$ cat src/rtl/pmtc_pkg.sv
package pmtc_pkg;
  parameter int CODE_W = 5;
  parameter int WIN_W  = 6;
  localparam int SREG_W = 2 * CODE_W + WIN_W;
  localparam int RSN_W  = 3;
  localparam int SEL_W  = 2;

  localparam logic [SEL_W-1:0] SEL_ANODE = 2'b01;
  localparam logic [SEL_W-1:0] SEL_DYN   = 2'b10;

  typedef struct packed {
    logic [CODE_W-1:0] thr_lo;
    logic [CODE_W-1:0] thr_hi;
    logic [WIN_W-1:0]  win;
  } cfg_t;
endpackage

$ cat src/rtl/pmtc_cfg_sreg.sv
module pmtc_cfg_sreg
  import pmtc_pkg::*;
#(
  parameter logic [CODE_W-1:0] DEF_THR_LO = 5'd4,
  parameter logic [CODE_W-1:0] DEF_THR_HI = 5'd20,
  parameter logic [WIN_W-1:0]  DEF_WIN    = 6'd12
) (
  input  logic clk,
  input  logic rst_n,
  input  logic sc_data,
  input  logic sc_shift,
  input  logic sc_en,
  input  logic sc_clear,
  output cfg_t cfg_o
);
  localparam cfg_t RST_CFG = '{thr_lo: DEF_THR_LO, thr_hi: DEF_THR_HI, win: DEF_WIN};

  logic [SREG_W-1:0] sreg_q, sreg_d;
  logic              en_q;
  cfg_t              cfg_q, cfg_d;

  always_comb begin
    sreg_d = sreg_q;
    if (sc_clear) begin
      sreg_d = '0;
    end else if (sc_en && sc_shift) begin
      sreg_d = {sreg_q[SREG_W-2:0], sc_data};
    end
  end

  always_comb begin
    cfg_d = cfg_q;
    if (en_q && !sc_en) begin
      cfg_d = cfg_t'(sreg_q);
    end
  end

  always_ff @(posedge clk or negedge rst_n) begin
    if (!rst_n) begin
      sreg_q <= '0;
      en_q   <= 1'b0;
      cfg_q  <= RST_CFG;
    end else begin
      sreg_q <= sreg_d;
      en_q   <= sc_en;
      cfg_q  <= cfg_d;
    end
  end

  assign cfg_o = cfg_q;
endmodule

$ cat src/rtl/pmtc_rise_det.sv
module pmtc_rise_det (
  input  logic clk,
  input  logic rst_n,
  input  logic lvl_i,
  output logic rise_o
);
  logic lvl_q;

  always_ff @(posedge clk or negedge rst_n) begin
    if (!rst_n) begin
      lvl_q <= 1'b0;
    end else begin
      lvl_q <= lvl_i;
    end
  end

  assign rise_o = lvl_i && !lvl_q;
endmodule

$ cat src/rtl/pmtc_window.sv
module pmtc_window
  import pmtc_pkg::*;
(
  input  logic             clk,
  input  logic             rst_n,
  input  logic             lo_lvl_i,
  input  logic             lo_rise_i,
  input  logic             hi_lvl_i,
  input  logic [WIN_W-1:0] win_len_i,
  output logic             start_o,
  output logic             valid_o,
  output logic             nspe_o,
  output logic [RSN_W-1:0] reason_o,
  output logic [SEL_W-1:0] sel_o
);
  logic             busy_q, busy_d;
  logic [WIN_W-1:0] cnt_q, cnt_d;
  logic             more_q, more_d;
  logic             hi_q, hi_d;
  logic             start_q, start_d;
  logic             valid_q, valid_d;
  logic             nspe_q, nspe_d;
  logic [RSN_W-1:0] rsn_q, rsn_d;
  logic [SEL_W-1:0] sel_q, sel_d;
  logic [WIN_W-1:0] win_eff;
  logic             more_nx, hi_nx;

  assign win_eff = (win_len_i == '0) ? WIN_W'(1) : win_len_i;
  assign more_nx = more_q || lo_rise_i;
  assign hi_nx   = hi_q || hi_lvl_i;

  always_comb begin
    busy_d  = busy_q;
    cnt_d   = cnt_q;
    more_d  = more_q;
    hi_d    = hi_q;
    start_d = 1'b0;
    valid_d = 1'b0;
    nspe_d  = nspe_q;
    rsn_d   = rsn_q;
    sel_d   = sel_q;
    if (!busy_q) begin
      if (lo_rise_i) begin
        busy_d  = 1'b1;
        start_d = 1'b1;
        cnt_d   = win_eff - WIN_W'(1);
        more_d  = 1'b0;
        hi_d    = hi_lvl_i;
      end
    end else if (cnt_q == '0) begin
      busy_d  = 1'b0;
      valid_d = 1'b1;
      rsn_d   = {hi_nx, lo_lvl_i, more_nx};
      nspe_d  = hi_nx || lo_lvl_i || more_nx;
      sel_d   = hi_nx ? SEL_DYN : SEL_ANODE;
    end else begin
      cnt_d  = cnt_q - WIN_W'(1);
      more_d = more_nx;
      hi_d   = hi_nx;
    end
  end

  always_ff @(posedge clk or negedge rst_n) begin
    if (!rst_n) begin
      busy_q  <= 1'b0;
      cnt_q   <= '0;
      more_q  <= 1'b0;
      hi_q    <= 1'b0;
      start_q <= 1'b0;
      valid_q <= 1'b0;
      nspe_q  <= 1'b0;
      rsn_q   <= '0;
      sel_q   <= '0;
    end else begin
      busy_q  <= busy_d;
      cnt_q   <= cnt_d;
      more_q  <= more_d;
      hi_q    <= hi_d;
      start_q <= start_d;
      valid_q <= valid_d;
      nspe_q  <= nspe_d;
      rsn_q   <= rsn_d;
      sel_q   <= sel_d;
    end
  end

  assign start_o  = start_q;
  assign valid_o  = valid_q;
  assign nspe_o   = nspe_q;
  assign reason_o = rsn_q;
  assign sel_o    = sel_q;
endmodule

$ cat src/rtl/pmt_pulse_classifier.sv
module pmt_pulse_classifier
  import pmtc_pkg::*;
(
  input  logic              clk,
  input  logic              rst_n,
  input  logic              lo_cmp_i,
  input  logic              hi_cmp_i,
  input  logic              sc_data_i,
  input  logic              sc_shift_i,
  input  logic              sc_en_i,
  input  logic              sc_clear_i,
  output logic              start_o,
  output logic              class_valid_o,
  output logic              nspe_o,
  output logic [RSN_W-1:0]  reason_o,
  output logic [SEL_W-1:0]  sel_o,
  output logic [CODE_W-1:0] thr_lo_code_o,
  output logic [CODE_W-1:0] thr_hi_code_o
);
  cfg_t cfg;
  logic lo_rise;

  pmtc_cfg_sreg u_cfg (
    .clk      (clk),
    .rst_n    (rst_n),
    .sc_data  (sc_data_i),
    .sc_shift (sc_shift_i),
    .sc_en    (sc_en_i),
    .sc_clear (sc_clear_i),
    .cfg_o    (cfg)
  );

  pmtc_rise_det u_rise (
    .clk    (clk),
    .rst_n  (rst_n),
    .lvl_i  (lo_cmp_i),
    .rise_o (lo_rise)
  );

  pmtc_window u_win (
    .clk       (clk),
    .rst_n     (rst_n),
    .lo_lvl_i  (lo_cmp_i),
    .lo_rise_i (lo_rise),
    .hi_lvl_i  (hi_cmp_i),
    .win_len_i (cfg.win),
    .start_o   (start_o),
    .valid_o   (class_valid_o),
    .nspe_o    (nspe_o),
    .reason_o  (reason_o),
    .sel_o     (sel_o)
  );

  assign thr_lo_code_o = cfg.thr_lo;
  assign thr_hi_code_o = cfg.thr_hi;
endmodule

$ cat config.mk
export PLATFORM = sky130hd
export DESIGN_NAME = pmt_pulse_classifier
export DESIGN_NICKNAME = d
export VERILOG_FILES = /design/src/rtl/pmtc_pkg.sv /design/src/rtl/pmtc_cfg_sreg.sv /design/src/rtl/pmtc_rise_det.sv /design/src/rtl/pmtc_window.sv /design/src/rtl/pmt_pulse_classifier.sv
export SDC_FILE = /design/constraint.sdc
export NUM_CORES = 1
export LEC_CHECK = 0
export ABC_AREA = 1
export BUFFER_PORTS_ARGS = -buffer_cell sky130_fd_sc_hd__buf_2
export CORE_MARGIN = 2
export CORE_UTILIZATION = 50
export DETAILED_ROUTE_END_ITERATION = 6
export PLACE_DENSITY = 0.7
export SYNTH_ARGS = -nofsm -noshare
export SYNTH_HDL_FRONTEND = slang
export SYNTH_HIERARCHICAL = 1
export SYNTH_SLANG_ARGS = --single-unit
$ cat constraint.sdc
create_clock -name clk -period 2.8 [get_ports clk]
set_input_delay 0.56 -clock clk [delete_from_list [all_inputs] [get_ports clk]]
set_output_delay 0.56 -clock clk [all_outputs]
set_load 0.1 [all_outputs]
==> metrics.txt, run 1 <==
status=finished clean; Post-CTS Setup Bufs=0; critical path cell sequence=buf_2; number of global-route vias before repair=1701; largest net degree at the start of global routing=21; # setup viols final=0; CP max stage delay=0.55 ns; DRC viols=0; CP Launch Type=flop; Seq/Total Area, Yosys=51.49%; Synth area leader=dfrtp_1; total congestion overflow=0; Max clock buf depth=2; Slew headroom=53.49%; clock skew=0.006562 ns; CTS tree=yes; register bit total from synthesis=50; drt via density=4.772; compound-gate portion of the synthesized area=2.664%; xor and xnor area share after synthesis=0.7172%; main combinational cell family by area after synthesis=simple AND/OR/NAND/NOR gates; DR pass1 iterations=4; drt wl/cell=11.54 um; pwr/cell area=854.1 nW/um^2; core area=4723 um^2; VDD IR-drop max=0.0005296 V; Peak Freq=547.6 MHz; Final period util=65.22%; Worst EP arrival=1.27 ns; layout cells sized above 1=25.81%; RSZ-0062 raised after global routing=no; mux share of post-synthesis cell area=0%; TNS Setup=0 ns; P_leak=1.403 nW; WL final=4.349 mm; final core area utilization=56.16%; Layout Cells excl Fill=377; critical path class=reg -> out; min-delay worst type=in -> async; Routed Antenna Nets=0; largest cells by area after synthesis=dfrtp_1, nand2_1, nand3_1; max-cap viol count=0; area post-placement=2557 um^2; diode count=0; CTS root buf=clkbuf_8; syn_nets=296; synth warn=6; Slowest-stage cell, CP=dfstp_2; DRT iter0 DRCs=77; Cell Area, Synth=2442 um^2; Rows=25; Nets=318; die area=5460 um^2; GR Util All Layers=18.42%; clk_lat worst skew=0.30 ns; number of CTS-inserted buffers=5; clock-pin slew on the worst setup and hold paths=0.09 ns; delay-heaviest family, CP=flip-flops; Synth Instances=287; adder-cell share of the synthesized area=0.5123%; Die W=73.89 um; WP buf/inv=1; Fin. Hold Viols=0; Syn Area/Cell=8.510 um^2; initial antenna violation count=0; CTS resizes=0; Die Y=73.89 um; post-route cell area=2653 um^2; top-area cell type share of the netlist area=46.11%; crit-path max FO=2; critical path required time=2.24 ns; Initial Utilization=51.71%; Syn-to-layout area delta=8.606%; io pins=26; Synth Area in Simple Gates=34.48%; actual slew at the worst max-slew pin=0.6976 ns; Post-CTS Hold Fix Bufs=0; CTS H-tree lvls=2; placed cells=369; final max-slew violation count=0; minimum clock period=1.826 ns; Vias=1799; RePlAce Congestion=0.8196; hpwl dp=3.070 mm; PortBufs=25; first-pass GRT wire length=7.638 mm; library cells used by synthesis=30; Clock Sinks=50; endpoint type of the worst setup path=output pin
-- path summary, 6_finish.rpt --
check	startpoint	end	slack (ns)	depth (start not counted)
max reg2reg	u_win/busy_q$_DFF_PN0_	u_win/cnt_q[4]$_DFFE_PN0P_	1.21	7
min	rst_n	u_win/start_o$_DFF_PN0_	0.13	1
min in group clk	lo_cmp_i	u_rise/lvl_q$_DFF_PN0_	0.41	1
min reg2reg	u_cfg/cfg_o[13]$_DFFE_PN1P_	u_cfg/cfg_o[13]$_DFFE_PN1P_	0.47	2
max	u_cfg/cfg_o[8]$_DFFE_PN1P_	thr_hi_code_o[2]	0.97	1
max in group asynchronous	rst_n	u_cfg/cfg_o[8]$_DFFE_PN1P_	2.06	2
-- placed cells by master (no fill, tap or decap), drive strengths merged, types with 2 or more instances in the layout --
cell,synthesis,layout
nor3,2,2
nor2,32,32
dfrtp,45,45
clkinv,1,2
a21oi,3,3
buf,12,27
nand3,40,40
dfstp,5,5
nand2,101,101
xnor2,2,2
clkbuf,0,6
inv,35,35
o21ai,5,5
-- routing by layer --
layer | wire [um] | vias to the layer above | global-route usage (%) | share of wire (%)
met2 | 2002 | 44 | 29.46 | 46
met5 | 0 | - | 0 | 0
li1 | - | 922 | - | -
met4 | 73 | 0 | 7.879 | 1.7
met1 | 2095 | 827 | 24.56 | 48
met3 | 178 | 6 | 3.292 | 4.1
-- synthesized netlist by cell type --
master    number
clkinv_2       1
a31oi_1        1
nor2_4         2
nand3_2        1
o21a_1         1
o21ai_1        1
buf_12         1
buf_2          2
o21ai_0        3
nand3_1       39
a21oi_2        2
nor2_1        26
ha_1           1
inv_2          4
dfstp_2        5
buf_4          6
nand4_4        1
inv_4          1
dfrtp_1       45
nor3_1         2
nand2_4        2
nand2_8        1
a21oi_1        1
nand2_2       20
nand2_1       78
nor2_2         4
inv_1         30
o21ai_2        1
buf_6          3
xnor2_1        2
-- sequential cells by signal, indices dropped and copies added, names as in the netlist --
| name | flops |
|---|---|
| u_cfg/cfg_o | 16 |
| u_cfg/sreg_q | 16 |
| u_win/cnt_q | 6 |
| u_win/reason_o | 3 |
| u_cfg/en_q | 1 |
| u_rise/lvl_q | 1 |
| u_win/busy_q | 1 |
| u_win/hi_q | 1 |
| u_win/more_q | 1 |
| u_win/nspe_o | 1 |
| u_win/sel_o | 1 |
| u_win/start_o | 1 |
| u_win/valid_o | 1 |
-- logic make-up after synthesis --
group | Yosys count
AND/OR/NAND/NOR | 176
flip-flops | 50
buffers and inverters | 48
AO/OA/AOI/OAI | 10
XOR/XNOR | 2
adder cells (fa/ha/maj) | 1
-- through the flow --
step	hold slack, ns	total power, W	setup WS [ns]
after floorplan	0.2644	0.001745	0.8998
after global placement	0.4492	0.001847	1.248
after detailed placement	0.4527	0.001856	1.210
after CTS	0.1373	0.002293	0.9626
after global routing	0.1350	0.002430	0.9412
final	0.1268	0.002265	0.9738
-- layout make-up --
type,count,area [um^2]
Inverter,36,138.9
Clock buffer,6,82.58
Fill cell,447,2071
Tap cell,67,83.83
Multi-Input combinational cell,189,937.1
Sequential cell,50,1257
Clock inverter,2,12.51
Timing Repair Buffer,27,140.1
-- power by group --
group / total (W) / internal, W / switching (W)
combinational: 0.000915 / 0.000242 / 0.000673
sequential: 0.000916 / 0.000824 / 0.0000924
clock: 0.000434 / 0.000199 / 0.000236
Note: power is estimated with default switching activity, not from simulation.
==> run 2: changes to the inputs <==
Clock period 2.8 ns to 1.75 ns, I/O delays scaled along.
==> run 2 against run 1 <==
Non-clock buffer count increased by 4; cell area increased by 1.1%; via count decreased by 0.89%; final cell count increased by 1.1%; sequential share of layout area decreased by 0.53 points; worst setup slack got worse by 0.85 ns; global-route usage increased by 0.60 points; die area unchanged; total power increased by 60%; first-iteration DRC count decreased by 22%; critical path type unchanged; highest routed layer unchanged.
==> metrics.txt, run 2 (synthesized netlist as in run 1, its figures left out) <==
CTS H-tree lvls=2 (unchanged); Routed Antenna Nets=0 (unchanged); # setup viols final=0 (unchanged); Post-CTS Setup Bufs=0 (unchanged); core area=4723 um^2 (unchanged); Rows=25 (unchanged); Clk network pwr share=17.8% (was 19.2%); first-pass GRT wire length=7.872 mm (was 7.638 mm); CP Depth=1 (unchanged); RePlAce Congestion=0.8270 (was 0.8196); Clock Sinks=50 (unchanged); drt wl/cell=11.63 um (was 11.54 um); Final period util=92.78%; WP buf/inv=1 (unchanged); crit-path max FO=2 (unchanged); max-cap viol count=0 (unchanged); Peak Freq=615.9 MHz; Die W=73.89 um (unchanged); critical path class=reg -> out (unchanged); Vias=1783 (was 1799); min-delay worst type=in -> reg (was in -> async); CTS root buf=clkbuf_8 (unchanged); CP max stage delay=0.55 ns (about the same); GR Util All Layers=19.01% (was 18.42%); clock skew=0.006213 ns (was 0.006562 ns); power share of the combinational group=42.5% (was 40.4%); largest net degree at the start of global routing=23 (was 21); critical path cell sequence=buf_2 (unchanged); final max-slew violation count=0 (unchanged); commonest non-fill, non-tap cell in the layout=nand2_1 (unchanged); Slowest-stage cell, CP=dfstp_2 (unchanged); most frequent cells in the layout=nand2_1, dfrtp_1, nand3_1 (unchanged); WL final=4.431 mm (was 4.349 mm); Worst EP arrival=1.27 ns (about the same); CTS tree=yes (unchanged); diode count=0 (unchanged); endpoint type of the worst setup path=output pin (unchanged); clk_lat worst skew=0.30 ns (about the same); cells on worst reg2reg path=8 (was 7); Max clock buf depth=2 (unchanged); CTS resizes=0 (unchanged); Fin. Hold Viols=0 (unchanged); RSZ-0062 raised after global routing=no (unchanged); number of CTS-inserted buffers=5 (unchanged); Initial Utilization=51.71% (unchanged); drt via density=4.680 (was 4.772); TNS Setup=0 ns (unchanged); PortBufs=25 (unchanged); layout cells sized above 1=25.48% (was 25.81%); reg-to-reg startpoint=u_cfg/cfg_o[3]$_DFFE_PN1P_ (was u_win/busy_q$_DFF_PN0_); io pins=26 (unchanged); initial antenna violation count=0 (unchanged); Switch Pwr=0.001604 W (was 0.001001 W); Post-CTS Hold Fix Bufs=1 (was 0); delay-heaviest family, CP=flip-flops (unchanged); VDD IR-drop max=0.0008815 V (was 0.0005296 V); P_leak=1.418 nW (was 1.403 nW); Nets=322 (was 318); Die Y=73.89 um (unchanged); total congestion overflow=0 (unchanged); status=finished clean (unchanged); worst hold path depth=1; die area=5460 um^2 (unchanged); hpwl dp=3.207 mm (was 3.070 mm); number of global-route vias before repair=1725 (was 1701); Setup crit start=u_cfg/cfg_o[8]$_DFFE_PN1P_ (unchanged); internal power=0.002015 W (was 0.001265 W); DRT iter0 DRCs=60 (was 77); DRC viols=0 (unchanged); switching share of power=44.32% (was 44.17%); Syn-to-layout area delta=9.836% (was 8.606%); pwr/cell area=1349 nW/um^2 (was 854.1 nW/um^2); Seq pwr share=39.7% (was 40.5%); CP Launch Type=flop (unchanged); actual slew at the worst max-slew pin=0.5829 ns (was 0.6976 ns); clock-pin slew on the worst setup and hold paths=0.08 ns (was 0.09 ns); minimum clock period=1.624 ns; critical path required time=1.40 ns (was 2.24 ns); DR pass1 iterations=4 (unchanged); final core area utilization=56.79% (was 56.16%); HP Start=lo_cmp_i; Slew headroom=61.14% (was 53.49%)
[run 2: cell types whose count changed in the layout (fill, tap and decap cells not counted), sizes merged]
| cell | previous run | this run |
|---|---|---|
| buf | 27 | 30 |
| clkinv | 2 | 1 |
| clkinvlp | 1 | 0 |
| clkbuf | 6 | 8 |
| dlygate4sd3 | 0 | 1 |
[run 2: power groups by stage]
stage	combinational (W)	sequential [W]	clock (W)
6_report	0.00154	0.00144	0.000646
3_3_place_gp	0.00153	0.00145	0
5_1_grt	0.00170	0.00146	0.000724
3_5_place_dp	0.00155	0.00146	0
2_1_floorplan	0.000994	0.00180	0
4_1_cts	0.00156	0.00144	0.000673
[run 2: per-layer routing]
metal  share of wire (%)  wire length [um]  track usage, %
met5                   0                 0               0
met4                 1.5                68           6.465
met3                 4.0               176           5.624
met2                  48              2117           31.25
met1                  47              2069           23.89
[run 2: worst paths after layout]
path | slack [ns] | endpoint
setup reg to reg | 0.18 | u_win/cnt_q[4]$_DFFE_PN0P_
min in group asynchronous | 0.49 | u_win/hi_q$_DFFE_PN0P_
max in group asynchronous | 0.68 | u_cfg/cfg_o[3]$_DFFE_PN1P_
hold reg to reg | 0.47 | u_cfg/cfg_o[10]$_DFFE_PN1P_
hold / removal | 0.21 | u_rise/lvl_q$_DFF_PN0_
setup / recovery | 0.13 | thr_hi_code_o[2]
[run 2: area by class of cell]
class / count / area (um^2)
Fill cell: 436 / 2041
Sequential cell: 50 / 1257
Multi-Input combinational cell: 189 / 937.1
Timing Repair Buffer: 31 / 185.2
Inverter: 36 / 138.9
Tap cell: 67 / 83.83
Clock buffer: 8 / 80.08
[run 2: stage by stage]
step / hold slack [ns] / area (um^2) / cells / power [W] / worst slack [ns]
finish: 0.2063 / 2683 / 381 / 0.003619 / 0.1264
global route: 0.1968 / 2683 / 381 / 0.003888 / 0.06038
CTS: 0.1960 / 2683 / 381 / 0.003665 / 0.1152
detailed placement: 0.2892 / 2592 / 372 / 0.003011 / 0.1739
global placement: 0.2851 / 2592 / 372 / 0.002980 / 0.2575
floorplan: 0.05441 / 2442 / 287 / 0.002792 / 0.05981
==> run 3: changes to the inputs <==
Settings changed: MAX_ROUTING_LAYER from default to met4.
==> run 3 against run 2 <==
Global-route usage up 0.50 points; critical path type unchanged; fmax decreased by 0.37%; first-iteration DRC count up 10%; final cell count stayed put; via count rose by 0.73%; clock power about the same.
==> metrics.txt, run 3 (synthesized netlist as in run 1, its figures left out) <==
final core area utilization=56.79% (unchanged); minimum clock period=1.630 ns (was 1.624 ns); min-delay worst type=in -> reg (unchanged); Post-CTS Setup Bufs=0 (unchanged); CP max stage delay=0.55 ns (about the same); top sig layer=met4 (unchanged); io pins=26 (unchanged); TNS Setup=0 ns (unchanged); CTS resizes=0 (unchanged); Switch Pwr=0.001603 W (was 0.001604 W); final max-slew violation count=0 (unchanged); DR pass1 iterations=4 (unchanged); sequential cell area=1257 um^2 (unchanged); worst hold path depth=1 (unchanged); Nets=322 (unchanged); actual slew at the worst max-slew pin=0.5924 ns (was 0.5829 ns); WP buf/inv=1 (unchanged); Clock Sinks=50 (unchanged); internal power=0.002015 W (about the same); # setup viols final=0 (unchanged); Routed met2 length=2.114 mm (was 2.117 mm); VDD IR-drop max=0.0008818 V (was 0.0008815 V); Routed Antenna Nets=0 (unchanged); post-route cell area=2683 um^2 (unchanged); Die W=73.89 um (unchanged); Clk network pwr share=17.8% (about the same); number of CTS-inserted buffers=5 (unchanged); PortBufs=25 (unchanged); total met3 wirelength after detailed routing=206 um (was 176 um); critical path cell sequence=buf_2 (unchanged); Rows=25 (unchanged); Slowest-stage cell, CP=dfstp_2 (unchanged); RePlAce Congestion=0.8396 (was 0.8270); diode count=0 (unchanged); Syn-to-layout area delta=9.836% (unchanged); max-cap viol count=0 (unchanged); drt via density=4.714 (was 4.680); Final period util=93.12% (was 92.78%); CP Depth=1 (unchanged); drt wl/cell=11.68 um (was 11.63 um); area post-placement=2592 um^2 (unchanged); layout cells sized above 1=25.48% (unchanged); most frequent cells in the layout=nand2_1, dfrtp_1, nand3_1 (unchanged); endpoint type of the worst setup path=output pin (unchanged); GR Util All Layers=19.51% (was 19.01%); Slew headroom=60.51% (was 61.14%); initial antenna violation count=0 (unchanged); Peak Freq=613.6 MHz (was 615.9 MHz); DRT iter0 DRCs=66 (was 60); hpwl dp=3.207 mm (unchanged); pwr/cell area=1349 nW/um^2 (about the same); status=finished clean (unchanged); Metal-1 WL=2.065 mm (was 2.069 mm); Seq pwr share=39.7% (about the same); critical path class=reg -> out (unchanged); die area=5460 um^2 (unchanged); P_leak=1.418 nW (unchanged); CTS tree=yes (unchanged); CTS H-tree lvls=2 (unchanged); number of global-route vias before repair=1722 (was 1725); Fillers=436 (unchanged); DRC viols=0 (unchanged); total congestion overflow=0 (unchanged); clk_lat worst skew=0.30 ns (about the same); CP Launch Type=flop (unchanged); power share of the combinational group=42.5% (about the same); cells on worst reg2reg path=8 (unchanged); Fin. Hold Viols=0 (unchanged); Worst EP arrival=1.28 ns (was 1.27 ns); Die Y=73.89 um (unchanged); switching share of power=44.31% (was 44.32%); crit-path max FO=2 (unchanged); clock skew=0.006091 ns (was 0.006213 ns); Multi-input gate area=937.1 um^2 (unchanged); commonest non-fill, non-tap cell in the layout=nand2_1 (unchanged); clock-pin slew on the worst setup and hold paths=0.08 ns (about the same); WL final=4.450 mm (was 4.431 mm); critical path required time=1.40 ns (about the same); Layout Cells excl Fill=381 (unchanged); first-pass GRT wire length=7.852 mm (was 7.872 mm); Max clock buf depth=2 (unchanged); RSZ-0062 raised after global routing=no (unchanged); placed cells=372 (unchanged); CTS root buf=clkbuf_8 (unchanged); Initial Utilization=51.71% (unchanged); core area=4723 um^2 (unchanged); largest net degree at the start of global routing=23 (unchanged); Vias=1796 (was 1783); Post-CTS Hold Fix Bufs=1 (unchanged); delay-heaviest family, CP=flip-flops (unchanged)
run 3: metal layers:
layer | global-route usage [%] | vias to the layer above
met5 | - | -
met2 | 31.15 | 35
met1 | 23.81 | 826
li1 | - | 928
met4 | 6.465 | 0
met3 | 5.624 | 7
run 3: metrics by stage:
| stage | power [W] | setup WS (ns) | hold slack, ns |
|---|---|---|---|
| after floorplan | 0.002792 | 0.05981 | 0.05441 |
| after global placement | 0.002980 | 0.2575 | 0.2851 |
| after detailed placement | 0.003011 | 0.1739 | 0.2892 |
| after CTS | 0.003665 | 0.1152 | 0.1960 |
| after global routing | 0.003887 | 0.06038 | 0.1968 |
| final | 0.003618 | 0.1203 | 0.2064 |
run 3: path summary, 6_finish.rpt:
check                                       startpoint                     endpoint  slack [ns]
max                         u_cfg/cfg_o[8]$_DFFE_PN1P_             thr_hi_code_o[2]        0.12
min                                           lo_cmp_i       u_rise/lvl_q$_DFF_PN0_        0.21
max reg2reg                 u_cfg/cfg_o[3]$_DFFE_PN1P_   u_win/cnt_q[4]$_DFFE_PN0P_        0.18
min reg2reg                u_cfg/cfg_o[10]$_DFFE_PN1P_  u_cfg/cfg_o[10]$_DFFE_PN1P_        0.47
max in group asynchronous                        rst_n   u_cfg/cfg_o[3]$_DFFE_PN1P_        0.68
min in group asynchronous                        rst_n       u_win/hi_q$_DFFE_PN0P_        0.49
run 3: layout make-up:
class	instances	area share (%)
Clock buffer	8	2.985
Sequential cell	50	46.88
Timing Repair Buffer	31	6.903
Multi-Input combinational cell	189	34.93
Inverter	36	5.177
Tap cell	67	3.125
run 3: power groups by stage:
stage,sequential (W),clock [W],combinational [W]
after global routing,0.00146,0.000724,0.00170
after global placement,0.00145,0,0.00153
after detailed placement,0.00146,0,0.00155
final,0.00144,0.000645,0.00154
after CTS,0.00144,0.000673,0.00156
after floorplan,0.00180,0,0.000994
run 3: worst register-to-register path: stages (launching register included):
cell,delay (ns)
dfstp_2,0.56
nor2_1,0.05
nand3_1,0.07
nand2_1,0.05
nand2_1,0.16
ha_1,0.22
nand3_1,0.10
xnor2_1,0.18
a21oi_2,0.07
